==> config.mk <==
export PLATFORM = sky130hd
export DESIGN_NAME = cdr_phase_ctrl
export DESIGN_NICKNAME = d
export VERILOG_FILES = /design/src/rtl/cdr_pkg.sv /design/src/rtl/cdr_rx_polarity.sv /design/src/rtl/cdr_vote_filter.sv /design/src/rtl/cdr_freq_path.sv /design/src/rtl/cdr_phase_ctrl.sv
export SDC_FILE = /design/constraint.sdc
export NUM_CORES = 1
export LEC_CHECK = 0
export ABC_AREA = 1
export BUFFER_PORTS_ARGS = -buffer_cell sky130_fd_sc_hd__buf_2
export CAP_MARGIN = 20
export CORE_ASPECT_RATIO = 0.5
export CORE_UTILIZATION = 45
export CTS_CLUSTER_DIAMETER = 80
export DETAILED_ROUTE_END_ITERATION = 8
export PLACE_DENSITY = 0.69
export SYNTH_ARGS = -nofsm -noshare
export SYNTH_HDL_FRONTEND = slang
export SYNTH_SLANG_ARGS = --single-unit
==> constraint.sdc <==
create_clock -name clk -period 4.2 [get_ports clk]
set_input_delay 0.84 -clock clk [delete_from_list [all_inputs] [get_ports clk]]
set_output_delay 0.84 -clock clk [all_outputs]
set_load 0.03 [all_outputs]
==> src/rtl/cdr_pkg.sv <==
package cdr_pkg;

    typedef enum logic [1:0] {
        STEP_NONE = 2'd0,
        STEP_UP   = 2'd1,
        STEP_DN   = 2'd2
    } step_dir_e;

    typedef struct packed {
        logic up;
        logic dn;
    } step_pair_t;

endpackage

==> src/rtl/cdr_rx_polarity.sv <==
module cdr_rx_polarity #(
    parameter int DATA_W = 8
) (
    input  logic [DATA_W-1:0] rx_in,
    input  logic              inv_pin,
    input  logic              inv_ovrd,
    input  logic              inv_reg,
    output logic [DATA_W-1:0] rx_out
);

    logic inv_sel;

    always_comb begin
        inv_sel = inv_ovrd ? inv_reg : inv_pin;
    end

    for (genvar b = 0; b < DATA_W; b++) begin : g_bit
        assign rx_out[b] = rx_in[b] ^ inv_sel;
    end

endmodule

==> src/rtl/cdr_vote_filter.sv <==
module cdr_vote_filter
    import cdr_pkg::*;
#(
    parameter int CNT_W    = 4,
    parameter int THR_W    = 3,
    parameter int STL_W    = 3,
    parameter int FL_STEPS = 16
) (
    input  logic             clk,
    input  logic             rst_n,
    input  logic             vote_valid,
    input  logic             early,
    input  logic             late,
    input  logic [THR_W-1:0] thr_cfg,
    input  logic [STL_W-1:0] stl_cfg,
    input  logic             fastlock_en,
    output step_dir_e        dir_o
);

    localparam int FLC_W = $clog2(FL_STEPS + 1);
    localparam logic [CNT_W-1:0] CNT_MAX = '1;

    typedef struct packed {
        logic [CNT_W-1:0] ecnt;
        logic [CNT_W-1:0] lcnt;
        logic [STL_W-1:0] blank;
        logic [FLC_W-1:0] nsteps;
    } vf_state_t;

    vf_state_t        st_q, st_d;
    step_dir_e        dir_d;
    logic             vote_act, e_hit, l_hit, fl_act;
    logic [CNT_W-1:0] e_new, l_new, diff;
    logic [THR_W-1:0] thr_half, thr_eff;

    always_comb begin
        st_d     = st_q;
        dir_d    = STEP_NONE;
        vote_act = vote_valid && (st_q.blank == '0);
        e_hit    = vote_act && early && !late;
        l_hit    = vote_act && late && !early;
        e_new    = (e_hit && st_q.ecnt != CNT_MAX) ? st_q.ecnt + 1'b1 : st_q.ecnt;
        l_new    = (l_hit && st_q.lcnt != CNT_MAX) ? st_q.lcnt + 1'b1 : st_q.lcnt;
        fl_act   = fastlock_en && (st_q.nsteps < FLC_W'(FL_STEPS));
        thr_half = thr_cfg >> 1;
        if (fl_act) begin
            thr_eff = (thr_half == '0) ? THR_W'(1) : thr_half;
        end else begin
            thr_eff = (thr_cfg == '0) ? THR_W'(1) : thr_cfg;
        end
        diff = (l_new >= e_new) ? (l_new - e_new) : (e_new - l_new);

        st_d.ecnt = e_new;
        st_d.lcnt = l_new;
        if (vote_act && (diff >= CNT_W'(thr_eff))) begin
            dir_d      = (l_new > e_new) ? STEP_UP : STEP_DN;
            st_d.ecnt  = '0;
            st_d.lcnt  = '0;
            st_d.blank = fl_act ? '0 : stl_cfg;
            if (st_q.nsteps < FLC_W'(FL_STEPS)) begin
                st_d.nsteps = st_q.nsteps + 1'b1;
            end
        end else if (vote_valid && (st_q.blank != '0)) begin
            st_d.blank = st_q.blank - 1'b1;
        end
    end

    always_ff @(posedge clk or negedge rst_n) begin
        if (!rst_n) begin
            st_q <= '0;
        end else begin
            st_q <= st_d;
        end
    end

    assign dir_o = dir_d;

    // no decision while the voter is blanked
    a_r5_blank_quiet: assert property (@(posedge clk) disable iff (!rst_n)
        (st_q.blank != '0) |-> (dir_d == STEP_NONE));

    // counts are zero after any first-order step
    a_r3_clear_after_step: assert property (@(posedge clk) disable iff (!rst_n)
        (dir_d != STEP_NONE) |=> (st_q.ecnt == '0 && st_q.lcnt == '0));

    // a tied vote changes neither count
    a_r4_tie_no_vote: assert property (@(posedge clk) disable iff (!rst_n)
        (vote_valid && early && late && dir_d == STEP_NONE)
        |=> ($stable(st_q.ecnt) && $stable(st_q.lcnt)));

    // a cycle that is not a vote clock changes neither count
    a_r4_invalid_no_vote: assert property (@(posedge clk) disable iff (!rst_n)
        (!vote_valid) |=> ($stable(st_q.ecnt) && $stable(st_q.lcnt)));

endmodule

==> src/rtl/cdr_freq_path.sv <==
module cdr_freq_path
    import cdr_pkg::*;
#(
    parameter int INT_W = 8,
    parameter int PH_W  = 8,
    parameter int SC_W  = 2,
    parameter int BW_W  = 2
) (
    input  logic            clk,
    input  logic            rst_n,
    input  logic            vote_valid,
    input  logic            so2_en,
    input  logic            sdm_mode,
    input  logic [SC_W-1:0] stepcnt_cfg,
    input  logic [BW_W-1:0] lbw_cfg,
    input  step_dir_e       dir_i,
    output step_dir_e       inj_o
);

    localparam int SUM_W = INT_W + PH_W + (1 << BW_W) + 1;
    localparam logic signed [INT_W+1:0] LIM  = (INT_W + 2)'(2 ** (INT_W - 1) - 1);
    localparam logic signed [INT_W+1:0] NLIM = -LIM;
    localparam logic signed [SUM_W-1:0] PH_MOD = SUM_W'(2 ** PH_W);
    localparam logic [INT_W-1:0] RATE_SPAN = INT_W'(2 ** (INT_W - 1));
    localparam logic signed [INT_W-1:0] INT_MIN = {1'b1, {(INT_W - 1){1'b0}}};

    typedef struct packed {
        logic signed [INT_W-1:0] integ;
        logic [PH_W-1:0]         acc;
        logic [INT_W-1:0]        rcnt;
    } fp_state_t;

    fp_state_t               st_q, st_d;
    step_dir_e               inj_d;
    logic signed [INT_W+1:0] i_ext, i_gain, i_next;
    logic signed [SUM_W-1:0] inc, sum;
    logic [INT_W-1:0]        mag, period, rcnt_inc;

    always_comb begin
        st_d   = st_q;
        inj_d  = STEP_NONE;
        i_ext  = {{2{st_q.integ[INT_W-1]}}, st_q.integ};
        i_gain = (INT_W + 2)'(1) <<< stepcnt_cfg;
        i_next = i_ext;
        if (dir_i == STEP_UP) begin
            i_next = i_ext + i_gain;
        end else if (dir_i == STEP_DN) begin
            i_next = i_ext - i_gain;
        end
        if (i_next > LIM) begin
            i_next = LIM;
        end else if (i_next < NLIM) begin
            i_next = NLIM;
        end

        inc      = SUM_W'(st_q.integ) <<< lbw_cfg;
        sum      = $signed({{(SUM_W - PH_W){1'b0}}, st_q.acc}) + inc;
        mag      = st_q.integ[INT_W-1] ? (~st_q.integ + 1'b1) : st_q.integ;
        period   = RATE_SPAN - mag;
        rcnt_inc = st_q.rcnt + 1'b1;

        if (!so2_en) begin
            st_d = '0;
        end else begin
            st_d.integ = i_next[INT_W-1:0];
            if (vote_valid) begin
                if (sdm_mode) begin
                    st_d.rcnt = '0;
                    st_d.acc  = sum[PH_W-1:0];
                    if (sum < 0) begin
                        inj_d = STEP_DN;
                    end else if (sum >= PH_MOD) begin
                        inj_d = STEP_UP;
                    end
                end else begin
                    st_d.acc = '0;
                    if (mag == '0) begin
                        st_d.rcnt = '0;
                    end else if (rcnt_inc >= period) begin
                        st_d.rcnt = '0;
                        inj_d     = st_q.integ[INT_W-1] ? STEP_DN : STEP_UP;
                    end else begin
                        st_d.rcnt = rcnt_inc;
                    end
                end
            end
        end
    end

    always_ff @(posedge clk or negedge rst_n) begin
        if (!rst_n) begin
            st_q <= '0;
        end else begin
            st_q <= st_d;
        end
    end

    assign inj_o = inj_d;

    // the integrator stays inside the symmetric range
    a_r7_integ_bounded: assert property (@(posedge clk) disable iff (!rst_n)
        st_q.integ != INT_MIN);

    // a zero frequency estimate injects nothing
    a_r9_zero_estimate_quiet: assert property (@(posedge clk) disable iff (!rst_n)
        (st_q.integ == '0) |-> (inj_d == STEP_NONE));

    // with the path off nothing is injected
    a_r7_disabled_quiet: assert property (@(posedge clk) disable iff (!rst_n)
        (!so2_en) |-> (inj_d == STEP_NONE));

endmodule

==> src/rtl/cdr_phase_ctrl.sv <==
module cdr_phase_ctrl
    import cdr_pkg::*;
#(
    parameter int DATA_W   = 8,
    parameter int CNT_W    = 4,
    parameter int THR_W    = 3,
    parameter int STL_W    = 3,
    parameter int FL_STEPS = 16,
    parameter int INT_W    = 8,
    parameter int PH_W     = 8,
    parameter int SC_W     = 2,
    parameter int BW_W     = 2
) (
    input  logic              clk,
    input  logic              rst_n,
    input  logic              vote_valid,
    input  logic              vote_early,
    input  logic              vote_late,
    input  logic [THR_W-1:0]  thr_cfg,
    input  logic [STL_W-1:0]  blank_cfg,
    input  logic              fastlock_en,
    input  logic              so2_en,
    input  logic              sdm_mode,
    input  logic [SC_W-1:0]   stepcnt_cfg,
    input  logic [BW_W-1:0]   lbw_cfg,
    input  logic [DATA_W-1:0] rx_in,
    input  logic              inv_pin,
    input  logic              inv_ovrd,
    input  logic              inv_reg,
    output logic [DATA_W-1:0] rx_out,
    output logic              step_up,
    output logic              step_down
);

    step_dir_e  fo_dir, inj_dir;
    step_pair_t out_d, out_q;
    logic       any_up, any_dn;

    cdr_vote_filter #(
        .CNT_W(CNT_W), .THR_W(THR_W), .STL_W(STL_W), .FL_STEPS(FL_STEPS)
    ) u_vote (
        .clk(clk), .rst_n(rst_n), .vote_valid(vote_valid),
        .early(vote_early), .late(vote_late),
        .thr_cfg(thr_cfg), .stl_cfg(blank_cfg), .fastlock_en(fastlock_en),
        .dir_o(fo_dir)
    );

    cdr_freq_path #(
        .INT_W(INT_W), .PH_W(PH_W), .SC_W(SC_W), .BW_W(BW_W)
    ) u_freq (
        .clk(clk), .rst_n(rst_n), .vote_valid(vote_valid),
        .so2_en(so2_en), .sdm_mode(sdm_mode),
        .stepcnt_cfg(stepcnt_cfg), .lbw_cfg(lbw_cfg),
        .dir_i(fo_dir), .inj_o(inj_dir)
    );

    cdr_rx_polarity #(.DATA_W(DATA_W)) u_pol (
        .rx_in(rx_in), .inv_pin(inv_pin), .inv_ovrd(inv_ovrd),
        .inv_reg(inv_reg), .rx_out(rx_out)
    );

    always_comb begin
        any_up   = (fo_dir == STEP_UP) || (inj_dir == STEP_UP);
        any_dn   = (fo_dir == STEP_DN) || (inj_dir == STEP_DN);
        out_d.up = any_up && !any_dn;
        out_d.dn = any_dn && !any_up;
    end

    always_ff @(posedge clk or negedge rst_n) begin
        if (!rst_n) begin
            out_q <= '0;
        end else begin
            out_q <= out_d;
        end
    end

    assign step_up   = out_q.up;
    assign step_down = out_q.dn;

    // the two pulses are exclusive
    a_r1_exclusive: assert property (@(posedge clk) disable iff (!rst_n)
        !(step_up && step_down));

    // opposite first-order and injected steps cancel
    a_r10_cancel: assert property (@(posedge clk) disable iff (!rst_n)
        ((fo_dir == STEP_UP && inj_dir == STEP_DN) ||
         (fo_dir == STEP_DN && inj_dir == STEP_UP))
        |=> (!step_up && !step_down));

    // a late-majority step becomes an up pulse in the next cycle
    a_r1_up_follows: assert property (@(posedge clk) disable iff (!rst_n)
        (fo_dir == STEP_UP && inj_dir != STEP_DN) |=> step_up);

endmodule

### After elaboration in Yosys (flattened, before gate mapping)

Cells that the tools add are included.

| cells by class | value |
|---|---|
| add/sub/neg operators | 12 |
| mux-type cells | 31 |
| bitwise logic cells | 9 |
| eq/ne operators | 7 |
| reduce and logical (&&, ||, !) cells | 25 |
| $lt $le $gt $ge | 9 |
| shift operators | 2 |

Operator list:

| operator | count |
|---|---|
| $mux W8 | 6 |
| $mux W16 | 2 |
| $mux W24 | 1 |
| $add A9 B21 Y21 | 1 |
| $ge A21 B10 Y1 const B | 1 |
| $lt A21 B1 Y1 const B | 1 |
| $sshl A8 B2 Y21 | 1 |
| $mux W10 | 2 |
| $mux W2 | 10 |
| $add A8 B1 Y8 const B | 2 |
| $mux W3 | 5 |
| $logic_and A1 B1 Y1 | 12 |
| $mux W4 | 3 |
| $add A8 B10 Y10 | 1 |
| $gt A10 B8 Y1 const B | 1 |
| $lt A10 B8 Y1 const B | 1 |
| $sshl A2 B2 Y10 const A | 1 |
| $sub A8 B10 Y10 | 1 |
| $logic_not A3 Y1 | 3 |
| $add A4 B1 Y4 const B | 2 |
| $ge A8 B8 Y1 | 1 |
| $logic_not A8 Y1 | 1 |
| $ne A4 B4 Y1 const B | 2 |
| $not A8 Y8 | 1 |
| other kinds (18) | 33 |

| storage, ports and cells | value |
|---|---|
| register bits after elaboration | 42 |
| bits of input ports | 29 |
| output and inout bits | 10 |

### Depth between registers and ports, before layout

| logic depth | value |
|---|---|
| depth in word-level cells | 18 |
| mapped depth | 36 |
| mapped depth without buffers | 34 |

### By module

From an unflattened synthesis, not the netlist that was laid out.

| unflattened totals | value |
|---|---|
| cells, all modules | 661 |
| area, all modules | 4521.8 µm² |

Modules (own cells, without submodules):

| module | area an instance (µm²) | instances | sequential area each (µm²) | cells an instance |
|---|---|---|---|---|
| cdr_freq_path | 2877.8 | 1 | 600.6 | 423 |
| cdr_vote_filter | 1375.1 | 1 | 400.4 | 183 |
| cdr_rx_polarity | 166.4 | 1 | 0.0 | 39 |
| cdr_phase_ctrl | 102.6 | 1 | 50.0 | 16 |

### Worst setup path after synthesis

OpenSTA, ideal clock, no wires.

| path | value |
|---|---|
| kind | input to register |
| from | input vote_valid |
| to | register u_freq.st_q, in the netlist u_freq.i_ext[6] |
| setup slack | -0.530 ns |
| data arrival time | 4.610 ns |
| stages | 29 |
| cell sequence | inv_1 nor2_2 buf_2 nand3_1 a31oi_1 inv_1 o21ai_0 inv_1 fa_1 nand3_1 nand2_1 nor2_2 nand2_1 nand2_1 xor2_1 ha_1 a21oi_1 nand3_2 buf_6 nand3_4 nor2_2 nor2_2 nand2_1 nor2_2 nand3_2 nand2_2 nand2_4 nand3_1 nand2_1 |

RTL lines:

| item | line | text |
|---|---|---|
| from (decl) | cdr_phase_ctrl.sv:16 | `input logic vote_valid,` |
| to (signal assigned) | cdr_freq_path.sv:94 | `st_q <= st_d;` |
| to (decl) | cdr_freq_path.sv:33 | `fp_state_t st_q, st_d;` |

==> results.py <==
metrics = {
    "routing": {
        "vias": 3982,
        "routedWlPerCell_um": 12.54,
        "drt_first_pass_iters": 7,
        "first_iter_violations": 180,
        "drc": 7,
        "ant_nets": 0,
        "routed_wl_um": 9979,
        "vias_per_cell": 5.003,
    },
    "sta": {
        "max_slew.worst_pin.slew_ps": 917.7,
        "final_max_slew_viol_count": 0,
        "post-route-min-period_ps": 4213,
        "clock.fmax_mhz": 237.4,
        "tns_ps": -35.43,
        "rsz0062_at_grt": "yes",
        "hold_viol_final": 0,
        "setup_ws_ps": -12.82,
        "clock_skew_ps": 5.010,
        "slew_headroom_pct": 38.59,
        "finalSetupViolations": 3,
        "min_period_over_period_pct": 100.3,
    },
    "yosys": {
        "synth_top_family_by_area": "simple AND/OR/NAND/NOR gates",
        "syn_area_per_cell_um2": 7.049,
        "synth-xor-area-share_pct": 8.934,
        "synth-edff-count": 0,
        "synth_compound_area_share_pct": 10.30,
        "ys.flop_type": "dfrtp_1",
        "ys_types": 41,
        "synthCells": 598,
        "ys_seq_area_share_pct": 24.93,
        "synth-seq-cells": 42,
        "syn-num-nets": 674,
        "synth_warnings": 0,
        "async_flop_share_pct": 100.0,
        "syn_area_um2": 4215,
        "yosys.area_share.simple_pct": 29.36,
        "synthAdderAreaFrac_pct": 14.84,
        "synth_mux_area_share_pct": 1.247,
    },
    "floorplan": {
        "io_pins": 39,
        "core_um2": 8889,
        "die_x_um": 138.9,
        "start_util_pct": 47.42,
        "die_height_um": 70.44,
        "dieArea_um2": 9782,
        "rows": 24,
    },
    "clock_tree": {
        "ctsHoldBuffers": 0,
        "clk_latency_ps": 290,
        "cts.sinks": 42,
        "cts.clk_slew.worst_paths_ps": 60,
        "cts_buffers": 5,
        "cts_tree": "yes",
        "htree_levels": 2,
        "root_buffer": "clkbuf_16",
        "ctsLongestPathBuffers": 2,
    },
    "pwr": {
        "power_density_nw_per_um2": 670.5,
        "ir_worst_vdd_v": 0.0003799,
        "leakagePower_nw": 2.812,
    },
    "setup_path": {
        "slowest_delay_ps": 330,
        "crit_path_start_kind": "input port",
        "crit_top_cell": "nand2_1",
        "worst_ep_arrival_time_ps": 4380,
        "cpMaxStageDelayCell": "ha_1",
        "cp.required_ps": 4370,
        "path_buf_inv": 3,
        "critPathKind": "input port to flop",
        "crit_fanout": 8,
        "critPathTopFamily": "simple AND/OR/NAND/NOR gates",
        "critPathCaptureType": "flop",
    },
    "run_status": {
        "violations": "DRC, setup timing",
        "outcome": "finished with violations",
    },
    "cells_and_area": {
        "n_fill_cell": 823,
        "syn_to_final_growth_pct": 23.09,
        "diodes": 0,
        "final_common_cell": "nand2_1",
        "stdcell_area_um2": 5189,
        "drive_gt1_share_pct": 23.71,
        "final_cell_mix": "134 x nand2_1, 85 x inv_1, 47 x buf_4",
        "num-nets-final": 755,
    },
    "grt": {
        "grt_usage_pct": 21.89,
        "grt_start_max_net_pins": 43,
        "grt_pass1_wl_um": 17280,
        "grt_overflow": 0,
        "antenna_found_initial": 0,
        "grt_pass1_vias": 3945,
    },
    "worst_hold_path": {
        "hp-class": "input port to async pin",
    },
    "placed_design": {
        "postPlaceCellArea_um2": 4843,
        "portBuffers": 38,
        "hpwlAfterDp_um": 7652,
        "place_congestion": 0.9317,
    },
    "run": {
        "timing.max_cap.violations": 0,
    },
}
==> what timing repair did <==
item | 4_1_cts | 5_1_grt
pin swaps | 15 | 4
gates resized for setup | 18 | 12
setup buffers | 7 | 2
setup endpoints to repair | 12 | 15
cloned | 1 | 0
endpoints found under the hold margin | 0 | 0
==> kinds of logic (layout without fill, tap and decap cells) <==
family	Yosys count	count (layout)
AOI/OAI and AO/OA	75	75
xor gates and xnor gates	43	43
adders and majority gates	47	47
buffers and inverters	110	190
DFF	42	42
muxes	5	5
and+or+nand+nor	276	277
==> state kept, by name (all words and copies together), names as in the netlist <==
name and cells:
u_freq.st_q 16, u_freq.i_ext 8, u_vote.st_q 16, step_up 1, step_down 1
==> final cells by class <==
| class | count | area, um^2 | share of cell area [%] |
|---|---|---|---|
| tap | 117 | 146.4 | 2.821 |
| sequential | 42 | 1051 | 20.26 |
| multi-input combinational | 447 | 2910 | 56.09 |
| clock inverter | 2 | 10.01 | 0.1929 |
| clock buffer | 5 | 125.1 | 2.411 |
| inverter | 97 | 376.6 | 7.258 |
| timing repair buffer | 86 | 569.3 | 10.97 |
==> final timing paths <==
path / start / to / slack (ps) / depth (start not counted)
setup / recovery: vote_valid / u_freq.i_ext[6] / -10 / 27
hold / removal: rst_n / u_freq.st_q[11] / 470 / 1
setup reg to reg: u_vote.st_q[5] / u_freq.i_ext[6] / 10 / 28
hold reg to reg: u_vote.st_q[3] / u_vote.st_q[3] / 470 / 1
max in group asynchronous: rst_n / u_freq.i_ext[4] / 3240 / 2
min in group clk: u_vote.st_q[3] / u_vote.st_q[3] / 480 / 1
==> synthesized netlist by cell type (all sizes together), types with 2 or more instances <==
cell	n	area, um^2
o21ai	31	155.1
o22ai	6	37.54
nor2	59	244.0
a32o	4	40.04
nand4	12	75.07
nor3	10	50.05
buf	8	52.55
xor2	35	306.5
clkbuf	5	18.77
nand2	145	566.8
ha	42	525.5
mux2i	3	30.03
xnor2	8	70.07
inv	97	366.6
fa	5	100.1
a21oi	28	155.2
dfrtp	42	1051
nand3	42	242.7
mux2	2	22.52
or2	3	18.77
==> power by group <==
part / switching [W] / total [W] / leakage, nW / internal (W)
registers: 0.0000811 / 0.000561 / 0.566 / 0.000480
logic: 0.00147 / 0.00255 / 2.18 / 0.00108
clock network: 0.000157 / 0.000372 / 0.0694 / 0.000215
total: 0.00171 / 0.00348 / 2.81 / 0.00177
==> metal layers <==
| metal | global-route usage [%] | vias up | wire length [um] |
|---|---|---|---|
| met1 | 26.90 | 1821 | 4693 |
| met2 | 39.45 | 72 | 4710 |
| met4 | 6.049 | 0 | 95 |
| li1 | - | 2081 | - |
| met5 | 0 | - | 0 |
| met3 | 4.047 | 8 | 479 |
==> stage by stage <==
step                worst slack, ps  hold WS, ps  util, %  cells  power, W
finish                       -12.82        475.0    58.38    796  0.003479
floorplan                    -126.8        442.0        -    598  0.002195
global placement             -385.4        458.0    54.49    778  0.002735
global route                 -314.4        502.8    58.38    796  0.003806
CTS                           2.836        481.7    57.59    793  0.003389
detailed placement           -531.6        473.7    54.49    778  0.002773
Power figures use the tool's default switching activity.
